--- config.mk ---
export PLATFORM = sky130hd
export DESIGN_NAME = codec_frame_tx
export DESIGN_NICKNAME = d
export VERILOG_FILES = /design/src/rtl/cfx_pkg.sv /design/src/rtl/cfx_frame_timer.sv /design/src/rtl/cfx_slot_latch.sv /design/src/rtl/cfx_bit_mux.sv /design/src/rtl/codec_frame_tx.sv
export SDC_FILE = /design/constraint.sdc
export NUM_CORES = 1
export LEC_CHECK = 0
export ABC_AREA = 1
export BUFFER_PORTS_ARGS = -buffer_cell sky130_fd_sc_hd__clkbuf_2
export CAP_MARGIN = 25
export CORE_MARGIN = 2
export CORE_UTILIZATION = 55
export CTS_BUF_LIST = sky130_fd_sc_hd__clkbuf_8 sky130_fd_sc_hd__clkbuf_16
export DETAILED_ROUTE_END_ITERATION = 6
export PLACE_DENSITY = 0.76
export SETUP_SLACK_MARGIN = 0.5
export SKIP_LAST_GASP = 1
export SLEW_MARGIN = 10
export SYNTH_ARGS = -nofsm -noshare
export SYNTH_HDL_FRONTEND = slang
export SYNTH_HIERARCHICAL = 1
export SYNTH_SLANG_ARGS = --single-unit
--- constraint.sdc ---
create_clock -name clk -period 2.7 [get_ports clk]
set_input_delay 0.54 -clock clk [delete_from_list [all_inputs] [get_ports clk]]
set_output_delay 0.54 -clock clk [all_outputs]
set_load 0.05 [all_outputs]
--- src/rtl/cfx_pkg.sv ---
package cfx_pkg;
  localparam int TAG_W      = 16;
  localparam int SLOT_W     = 20;
  localparam int NUM_SLOTS  = 12;
  localparam int DATA_SLOTS = 4;
  localparam int SLOT_NUM_W = $clog2(NUM_SLOTS + 1);
  localparam int POS_W      = $clog2(SLOT_W);
  localparam int TAG_POS_W  = $clog2(TAG_W);

  typedef logic [SLOT_NUM_W-1:0] slot_num_t;
  typedef logic [POS_W-1:0]      bit_pos_t;
  typedef logic [SLOT_W-1:0]     slot_word_t;
  typedef logic [TAG_W-1:0]      tag_word_t;

  localparam slot_num_t LAST_SLOT  = slot_num_t'(NUM_SLOTS);
  localparam slot_num_t SLOT_ADDR  = slot_num_t'(1);
  localparam slot_num_t SLOT_DATA  = slot_num_t'(2);
  localparam slot_num_t SLOT_LEFT  = slot_num_t'(3);
  localparam slot_num_t SLOT_RIGHT = slot_num_t'(4);
  localparam bit_pos_t  TAG_TOP    = bit_pos_t'(TAG_W - 1);
  localparam bit_pos_t  SLOT_TOP   = bit_pos_t'(SLOT_W - 1);
endpackage

--- src/rtl/cfx_frame_timer.sv ---
module cfx_frame_timer
  import cfx_pkg::*;
(
  input  logic      clk,
  input  logic      rst_n,
  input  logic      sync,
  output logic      frame_start,
  output logic      frame_last,
  output logic      active,
  output slot_num_t slot_num,
  output bit_pos_t  bit_pos
);
  logic sync_q;

  assign frame_start = sync & ~sync_q;
  assign frame_last  = active && (slot_num == LAST_SLOT) && (bit_pos == '0);

  always_ff @(posedge clk) begin
    if (!rst_n) begin
      sync_q   <= 1'b0;
      active   <= 1'b0;
      slot_num <= '0;
      bit_pos  <= '0;
    end else begin
      sync_q <= sync;
      if (frame_start) begin
        active   <= 1'b1;
        slot_num <= '0;
        bit_pos  <= TAG_TOP;
      end else if (active) begin
        if (bit_pos == '0) begin
          if (slot_num == LAST_SLOT) begin
            active <= 1'b0;
          end else begin
            slot_num <= slot_num + slot_num_t'(1);
            bit_pos  <= SLOT_TOP;
          end
        end else begin
          bit_pos <= bit_pos - bit_pos_t'(1);
        end
      end
    end
  end
endmodule

--- src/rtl/cfx_slot_latch.sv ---
module cfx_slot_latch
  import cfx_pkg::*;
#(
  parameter int IDX_W = 7,
  parameter int RD_W  = 16,
  parameter int ADC_W = 18
) (
  input  logic                                  clk,
  input  logic                                  rst_n,
  input  logic                                  frame_start,
  input  logic                                  codec_ready,
  input  logic                                  rd_pending,
  input  logic [IDX_W-1:0]                      rd_index,
  input  logic [RD_W-1:0]                       rd_data,
  input  logic                                  adc_valid,
  input  logic [ADC_W-1:0]                      adc_left,
  input  logic [ADC_W-1:0]                      adc_right,
  output tag_word_t                             tag_q,
  output logic [DATA_SLOTS-1:0][SLOT_W-1:0]     words_q,
  output logic                                  rd_ack
);
  // Index echo: top bit held at 0, index just below it, rest zero.
  function automatic slot_word_t addr_slot(input logic ok, input logic [IDX_W-1:0] idx);
    slot_word_t w;
    w = '0;
    if (ok) w[SLOT_W-2 -: IDX_W] = idx;
    return w;
  endfunction

  // Read data left-justified, blanked when no response rides in the frame.
  function automatic slot_word_t data_slot(input logic ok, input logic [RD_W-1:0] d);
    slot_word_t w;
    w = '0;
    if (ok) w[SLOT_W-1 -: RD_W] = d;
    return w;
  endfunction

  // Sample left-justified, low positions padded with zero.
  function automatic slot_word_t pcm_slot(input logic ok, input logic [ADC_W-1:0] s);
    slot_word_t w;
    w = '0;
    if (ok) w[SLOT_W-1 -: ADC_W] = s;
    return w;
  endfunction

  function automatic tag_word_t tag_word(input logic rdy, input logic rd_ok, input logic pcm_ok);
    tag_word_t t;
    t = '0;
    t[TAG_W-1] = rdy;
    t[TAG_W-2] = rd_ok;
    t[TAG_W-3] = rd_ok;
    t[TAG_W-4] = pcm_ok;
    t[TAG_W-5] = pcm_ok;
    return t;
  endfunction

  always_ff @(posedge clk) begin
    if (!rst_n) begin
      tag_q   <= '0;
      words_q <= '0;
      rd_ack  <= 1'b0;
    end else begin
      rd_ack <= frame_start & rd_pending;
      if (frame_start) begin
        tag_q      <= tag_word(codec_ready, rd_pending, adc_valid);
        words_q[0] <= addr_slot(rd_pending, rd_index);
        words_q[1] <= data_slot(rd_pending, rd_data);
        words_q[2] <= pcm_slot(adc_valid, adc_left);
        words_q[3] <= pcm_slot(adc_valid, adc_right);
      end
    end
  end
endmodule

--- src/rtl/cfx_bit_mux.sv ---
module cfx_bit_mux
  import cfx_pkg::*;
(
  input  logic                              active,
  input  slot_num_t                         slot_num,
  input  bit_pos_t                          bit_pos,
  input  tag_word_t                         tag_q,
  input  logic [DATA_SLOTS-1:0][SLOT_W-1:0] words_q,
  output logic                              sdata
);
  slot_word_t frame_words [NUM_SLOTS];

  for (genvar i = 0; i < NUM_SLOTS; i++) begin : g_word
    if (i < DATA_SLOTS) begin : g_live
      assign frame_words[i] = words_q[i];
    end else begin : g_zero
      assign frame_words[i] = '0;
    end
  end

  always_comb begin
    if (!active) begin
      sdata = 1'b0;
    end else if (slot_num == '0) begin
      sdata = tag_q[bit_pos[TAG_POS_W-1:0]];
    end else begin
      sdata = frame_words[slot_num - slot_num_t'(1)][bit_pos];
    end
  end
endmodule

--- src/rtl/codec_frame_tx.sv ---
module codec_frame_tx
  import cfx_pkg::*;
#(
  parameter int IDX_W = 7,
  parameter int RD_W  = 16,
  parameter int ADC_W = 18
) (
  input  logic             clk,
  input  logic             rst_n,
  input  logic             sync,
  input  logic             codec_ready,
  input  logic             rd_pending,
  input  logic [IDX_W-1:0] rd_index,
  input  logic [RD_W-1:0]  rd_data,
  input  logic             adc_valid,
  input  logic [ADC_W-1:0] adc_left,
  input  logic [ADC_W-1:0] adc_right,
  output logic             sdata,
  output logic             rd_ack
);
  logic                              frame_start;
  logic                              frame_last;
  logic                              active;
  slot_num_t                         slot_num;
  bit_pos_t                          bit_pos;
  tag_word_t                         tag_q;
  logic [DATA_SLOTS-1:0][SLOT_W-1:0] words_q;

  cfx_frame_timer u_timer (
    .clk         (clk),
    .rst_n       (rst_n),
    .sync        (sync),
    .frame_start (frame_start),
    .frame_last  (frame_last),
    .active      (active),
    .slot_num    (slot_num),
    .bit_pos     (bit_pos)
  );

  cfx_slot_latch #(
    .IDX_W (IDX_W),
    .RD_W  (RD_W),
    .ADC_W (ADC_W)
  ) u_latch (
    .clk         (clk),
    .rst_n       (rst_n),
    .frame_start (frame_start),
    .codec_ready (codec_ready),
    .rd_pending  (rd_pending),
    .rd_index    (rd_index),
    .rd_data     (rd_data),
    .adc_valid   (adc_valid),
    .adc_left    (adc_left),
    .adc_right   (adc_right),
    .tag_q       (tag_q),
    .words_q     (words_q),
    .rd_ack      (rd_ack)
  );

  cfx_bit_mux u_mux (
    .active   (active),
    .slot_num (slot_num),
    .bit_pos  (bit_pos),
    .tag_q    (tag_q),
    .words_q  (words_q),
    .sdata    (sdata)
  );
endmodule

==> results of run 1 <==
[registers in the layout (all words and copies together) (netlist names)]
signal,flops
u_timer/sync_q,1
u_timer/active,1
u_timer/bit_pos,5
u_latch/rd_ack,1
u_timer/slot_num,4
u_latch/tag_q,3
u_latch/words_q,59
[through the flow]
step	TNS [ns]	setup slack [ns]	power (mW)	util (%)	cells
3_3_place_gp	0	0.217	1.59	59.8	757
5_1_grt	-0.164	-0.164	2.65	64.0	775
4_1_cts	0	0.0363	2.54	63.7	774
2_1_floorplan	0	0.186	1.54	-	661
6_report	-0.0480	-0.0480	2.53	64.0	775
3_5_place_dp	0	0.194	1.60	59.8	757
[routing by layer]
metal  part of all wire, %  wire, um  up-vias
li1                      -         -     2093
met1                    44      4280     1848
met2                    49      4710      108
met3                   4.4       428       22
met4                   2.3       221        0
met5                     0         0        -
[timing repair]
item,4_1_cts,5_1_grt
gates resized for setup,15,3
endpoints found under the setup margin,1,1
buffers inserted,1,1
cloned,1,0
hold buffers,0,0
pin swaps,4,5
[worst register-to-register path: cells and delay by family (launching register included)]
kind | cells | cell delay, ns
buffers and inverters | 2 | 0.92
and+or+nand+nor | 3 | 0.58
DFF | 1 | 0.30
[power groups by stage]
stage               Sequential [mW]  Clock, mW  Combinational (mW)
finish                         1.18      0.931               0.421
global route                   1.18      0.987               0.479
CTS                            1.18      0.946               0.413
detailed placement             1.20          0               0.400
global placement               1.20          0               0.390
floorplan                      1.19          0               0.347
[area by class of cell]
cell class / count / area (um^2)
repair inverters: 1 / 6.26
multi-input cells: 484 / 2290
clock inverters: 6 / 92.6
clock buffers: 9 / 124
well taps: 99 / 124
flip-flops and latches: 74 / 1490
fillers: 722 / 2640
inverters: 25 / 106
repair buffers: 77 / 453
[path summary, 6_finish.rpt]
check | endpoint | cells after the start | slack, ns
max | sdata | 11 | -0.05
min | u_timer/sync_q | 3 | 0.39
max reg2reg | u_latch/words_q[31] | 5 | 0.84
min reg2reg | u_latch/words_q[50] | 2 | 0.45
==> impl_metrics.json, run 1 <==
{
  "worst_hold_slack_ns": 0.386,
  "rsz_0062_raised_after_global_routing": "yes",
  "timing.critical_path.arrival_ns": 2.21,
  "final_net_count": 742,
  "first_pass_iters": 5,
  "slowest_stage": "sky130_fd_sc_hd__dfxtp_4",
  "timing.slew.headroom_pct": 49.0,
  "final_critical_path_setup_slack_ns": -0.0480,
  "p_comb_share_pct": 16.6,
  "synth_area_um2": 4230,
  "placed_area_um2": 4380,
  "grt_pass1_wl_mm": 16.7,
  "synthesized_instance_count": 630,
  "count_of_final_max_slew_check_failures": 0,
  "cts_num_sinks": 74,
  "worst_ir_drop_on_vdd_mv": 0.343,
  "port_buffers": 66,
  "place_congestion": 1.02,
  "antenna_found_initial": 0,
  "final_layout_size_suffix_gt1_share_pct": 17.9,
  "grt_remaining_overflow": 0,
  "tmin_final_ns": 2.75,
  "power.switching_fraction_pct": 28.3,
  "worst_skew_pair.late_latency_ns": 0.36,
  "final-hold-violation-count": 0,
  "crit_chain": "inv_2 -> ha_4 -> buf_12 -> nand3_1 -> nand3_1 -> nand3_2 -> nand3_2 -> a21oi_2 -> nand3_2 -> a21oi_4 -> buf_12",
  "finalWirelength_mm": 9.64,
  "synth.yosys.warnings": 6,
  "grtUsageMet3_pct": 5.01,
  "setup_violations": 1,
  "grt_max_degree": 63,
  "avgViaCountPerCell": 5.25,
  "cp_slowest_stage_delay_ns": 0.37,
  "timing.critical_path.fanout_max": 20,
  "num_antenna_cells": 0,
  "total_cts_buffers": 9,
  "end_kind": "primary output",
  "syn-mean-instance-area_um2": 6.71,
  "std_cell_rows": 31,
  "startpoint_of_the_lowest_slack_register_to_register_path": "u_timer/sync_q",
  "critical_path_buf_inv_count": 3,
  "core_area_um2": 7330,
  "cap_viol_max_count": 0,
  "cts_tree": "done",
  "path_clk_slew_ns": 0.08,
  "dieHeight_um": 91.7,
  "powerDensity_nw_per_um2": 539,
  "timing.critical_path.from_type": "flip-flop",
  "gr-usage-met2_pct": 40.6,
  "maxClockFrequency_mhz": 364,
  "cp_most_frequent_cell": "sky130_fd_sc_hd__nand3_2",
  "cts_htree_levels": 3,
  "initial_utilization_pct": 57.6,
  "cts_root_buf": "sky130_fd_sc_hd__clkbuf_8",
  "most_frequent_cells_in_the_layout": "sky130_fd_sc_hd__nand2_1 (249), sky130_fd_sc_hd__nand3_1 (85), sky130_fd_sc_hd__dfxtp_1 (72), sky130_fd_sc_hd__clkbuf_2 (65), sky130_fd_sc_hd__nand4_1 (59)",
  "dr_total_vias": 4071,
  "post-dp-hpwl_mm": 6.81,
  "fp.dieArea_um2": 8400,
  "floorplan.die.width_um": 91.7,
  "min-delay-path-class": "primary input to flip-flop",
  "result_of_the_run": "complete, but fails checks",
  "wire_per_inst_um": 12.4,
  "p_switching_mw": 0.714,
  "grt_met1_use_pct": 30.4,
  "max_slew.worst_pin.slew_ns": 0.764,
  "internal_cell_power_mw": 1.81,
  "first_iter_violations": 216,
  "via_count_of_the_first_global_routing_pass": 3725,
  "cp_top_family": "simple AND/OR/NAND/NOR gates",
  "mostFrequentLayoutCell": "sky130_fd_sc_hd__nand2_1",
  "ant_nets": 0,
  "worst_hold_startpoint": "sync",
  "part_of_the_cycle_the_worst_path_needs_pct": 102,
  "timing_worst_setup_path_type": "flip-flop to primary output",
  "critical_path.startpoint": "u_timer/slot_num[1]",
  "failing_checks": "negative setup slack",
  "i_o_pin_total": 67,
  "share_seq_of_total_power_pct": 46.5,
  "busiest_layer": "met2",
  "drc": 0,
  "power.clock.fraction_pct": 36.8,
  "fin_worst_skew_ns": 0.00762,
  "postLayoutCellArea_um2": 4690,
  "clock_tree.buffer_depth": 2,
  "leakage_power_summed_over_all_cells_nw": 2.28,
  "cp_data_required_time_ns": 2.16,
  "flow.area_growth_from_synthesis_pct": 11.0,
  "track_usage_pct": 24.3
}
(Power assumes the default switching activity.)
==> inputs of run 2 (changes only) <==
- CORE_MARGIN: 2 -> 4
==> run 2 against run 1 <==
Net effect: the run still ends with negative setup slack left; critical path depth is 2 higher; critical path type unchanged; hold slack improved by 0.0061 ns; wire length grew 4.6%; critical endpoint unchanged.
==> impl_metrics.json, run 2 (synthesis results as in run 1) <==
{
  "track_usage_pct": 23.8,
  "cts_tree": "done",
  "end_kind": "primary output",
  "internal_cell_power_mw": 1.83,
  "result_of_the_run": "complete, but fails checks",
  "antenna_found_initial": 0,
  "cts_root_buf": "sky130_fd_sc_hd__clkbuf_8",
  "part_of_the_cycle_the_worst_path_needs_pct": 100,
  "worst_ir_drop_on_vdd_mv": 0.414,
  "timing.critical_path.fanout_max": 20,
  "fp.dieArea_um2": 9150,
  "i_o_pin_total": 67,
  "drc": 0,
  "largestRegisters": "u_latch/words_q (59), u_timer/bit_pos (5), u_timer/slot_num (4)",
  "startpoint_of_the_lowest_slack_register_to_register_path": "u_timer/slot_num[0]",
  "initial_utilization_pct": 57.3,
  "critical_path.startpoint": "u_timer/slot_num[0]",
  "final_net_count": 746,
  "mostFrequentLayoutCell": "sky130_fd_sc_hd__nand2_1",
  "min-delay-path-class": "primary input to flip-flop",
  "power.clock.fraction_pct": 37.4,
  "path_clk_slew_ns": 0.08,
  "grt_remaining_overflow": 0,
  "dr_total_vias": 4172,
  "grt_max_degree": 63,
  "crit_chain": "inv_8 -> ha_4 -> inv_8 -> nand3_1 -> nand3_1 -> nand3_1 -> nand2_1 -> nand2_1 -> nand2_1 -> nand2_1 -> nand3_2 -> a21oi_4 -> buf_12",
  "worst_hold_slack_ns": 0.392,
  "setup_violations": 1,
  "cts_num_sinks": 74,
  "share_seq_of_total_power_pct": 45.8,
  "cp_top_family": "simple AND/OR/NAND/NOR gates",
  "place_congestion": 0.914,
  "critical_path_buf_inv_count": 3,
  "via_count_of_the_first_global_routing_pass": 4028,
  "std_cell_rows": 31,
  "maxClockFrequency_mhz": 370,
  "multiInputGateArea_um2": 2270,
  "cts.hold.buffers_added": 0,
  "dieHeight_um": 95.7,
  "setup-tns-final_ns": -0.00582,
  "clock_tree.buffer_depth": 2,
  "ant_nets": 0,
  "timing.critical_path.arrival_ns": 2.17,
  "floorplan.die.width_um": 95.7,
  "port_buffers": 66,
  "final_critical_path_setup_slack_ns": -0.00582,
  "slowest_stage": "sky130_fd_sc_hd__dfxtp_4",
  "wire_per_inst_um": 12.9,
  "finalPower_mw": 2.57,
  "timing.critical_path.from_type": "flip-flop",
  "finalWirelength_mm": 10.1,
  "avgViaCountPerCell": 5.35,
  "flow.area_growth_from_synthesis_pct": 11.8,
  "cp_data_required_time_ns": 2.16,
  "largest_register": "u_latch/words_q",
  "cts_htree_levels": 3,
  "core_area_um2": 7370,
  "grt_pass1_wl_mm": 17.4,
  "worst_skew_pair.late_latency_ns": 0.35,
  "max_slew.worst_pin.slew_ns": 0.792,
  "post-dp-hpwl_mm": 7.16,
  "most_frequent_cells_in_the_layout": "sky130_fd_sc_hd__nand2_1 (249), sky130_fd_sc_hd__nand3_1 (89), sky130_fd_sc_hd__dfxtp_1 (72), sky130_fd_sc_hd__clkbuf_2 (65), sky130_fd_sc_hd__nand4_1 (59)",
  "p_comb_share_pct": 16.9,
  "first_pass_iters": 5,
  "fin_worst_skew_ns": 0.00951,
  "power.switching_fraction_pct": 28.8,
  "leakage_power_summed_over_all_cells_nw": 2.32,
  "timing_worst_setup_path_type": "flip-flop to primary output",
  "powerDensity_nw_per_um2": 545,
  "total_cts_buffers": 9,
  "worst_hold_startpoint": "sync",
  "nFillCells": 714,
  "cp_most_frequent_cell": "sky130_fd_sc_hd__nand2_1",
  "p_switching_mw": 0.742,
  "cp_slowest_stage_delay_ns": 0.39,
  "tmin_final_ns": 2.71,
  "num_antenna_cells": 0,
  "final_layout_size_suffix_gt1_share_pct": 17.9,
  "failing_checks": "negative setup slack",
  "first_iter_violations": 226,
  "timing.slew.headroom_pct": 47.2,
  "count_of_final_max_slew_check_failures": 0,
  "cap_viol_max_count": 0,
  "final-hold-violation-count": 0,
  "regArea_um2": 1490,
  "largest_register_ffs": 59,
  "rsz_0062_raised_after_global_routing": "yes"
}
[run 2: cell types whose count changed in the layout (fill, tap and decap cells not counted), moves of 2 or more]
cell | before | now
sky130_fd_sc_hd__buf_6 | 0 | 2
sky130_fd_sc_hd__buf_4 | 9 | 12
sky130_fd_sc_hd__nand3_2 | 12 | 8
sky130_fd_sc_hd__nand3_1 | 85 | 89
[run 2: per-stage QoR]
stage	instance area (um^2)	util [%]	worst slack, ns	std cells
CTS	4720	64.0	0.00686	780
global route	4720	64.1	-0.148	780
global placement	4390	59.6	0.225	760
floorplan	4400	-	0.186	661
detailed placement	4390	59.6	0.142	760
finish	4720	64.1	-0.00582	780
[run 2: area by class of cell]
class | count | area share [%]
clock buffers | 9 | 2.62
multi-input cells | 484 | 48.1
repair buffers | 82 | 10.7
flip-flops and latches | 74 | 31.5
well taps | 99 | 2.62
inverters | 25 | 2.30
clock inverters | 7 | 2.15
[run 2: power by group through the flow]
stage          Clock, mW  Sequential [mW]  Combinational [mW]
2_1_floorplan          0             1.19               0.347
3_3_place_gp           0             1.20               0.394
3_5_place_dp           0             1.20               0.407
4_1_cts            0.978             1.18               0.428
5_1_grt             1.02             1.18               0.492
6_report           0.961             1.18               0.434
[run 2: worst min-delay path, delay by kind of cell]
kind / cells / cell delay, ns
buffers and inverters: 2 / 0.13
AND/OR/NAND/NOR: 1 / 0.04
[run 2: routing by layer]
metal / global-route usage, % / routed length (um) / vias to the layer above
met5: 0 / 0 / -
met4: 12.0 / 279 / 0
met3: 4.50 / 447 / 33
met2: 41.2 / 5130 / 119
met1: 27.8 / 4220 / 1917
li1: - / - / 2103
[run 2: what timing repair did]
| item | 4_1_cts | 5_1_grt |
|---|---|---|
| pin swaps | 6 | 1 |
| gates cloned | 1 | 0 |
| gates resized for setup | 16 | 1 |
| buffers inserted | 3 | 0 |
| endpoints found under the setup margin | 1 | 1 |
[run 2: path summary, 6_finish.rpt]
kind         slack, ns  cells after the start                   to
min               0.39                      3       u_timer/sync_q
max             -0.006                     13                sdata
max reg2reg       0.77                     10  u_timer/slot_num[1]
min reg2reg       0.45                      2  u_latch/words_q[50]
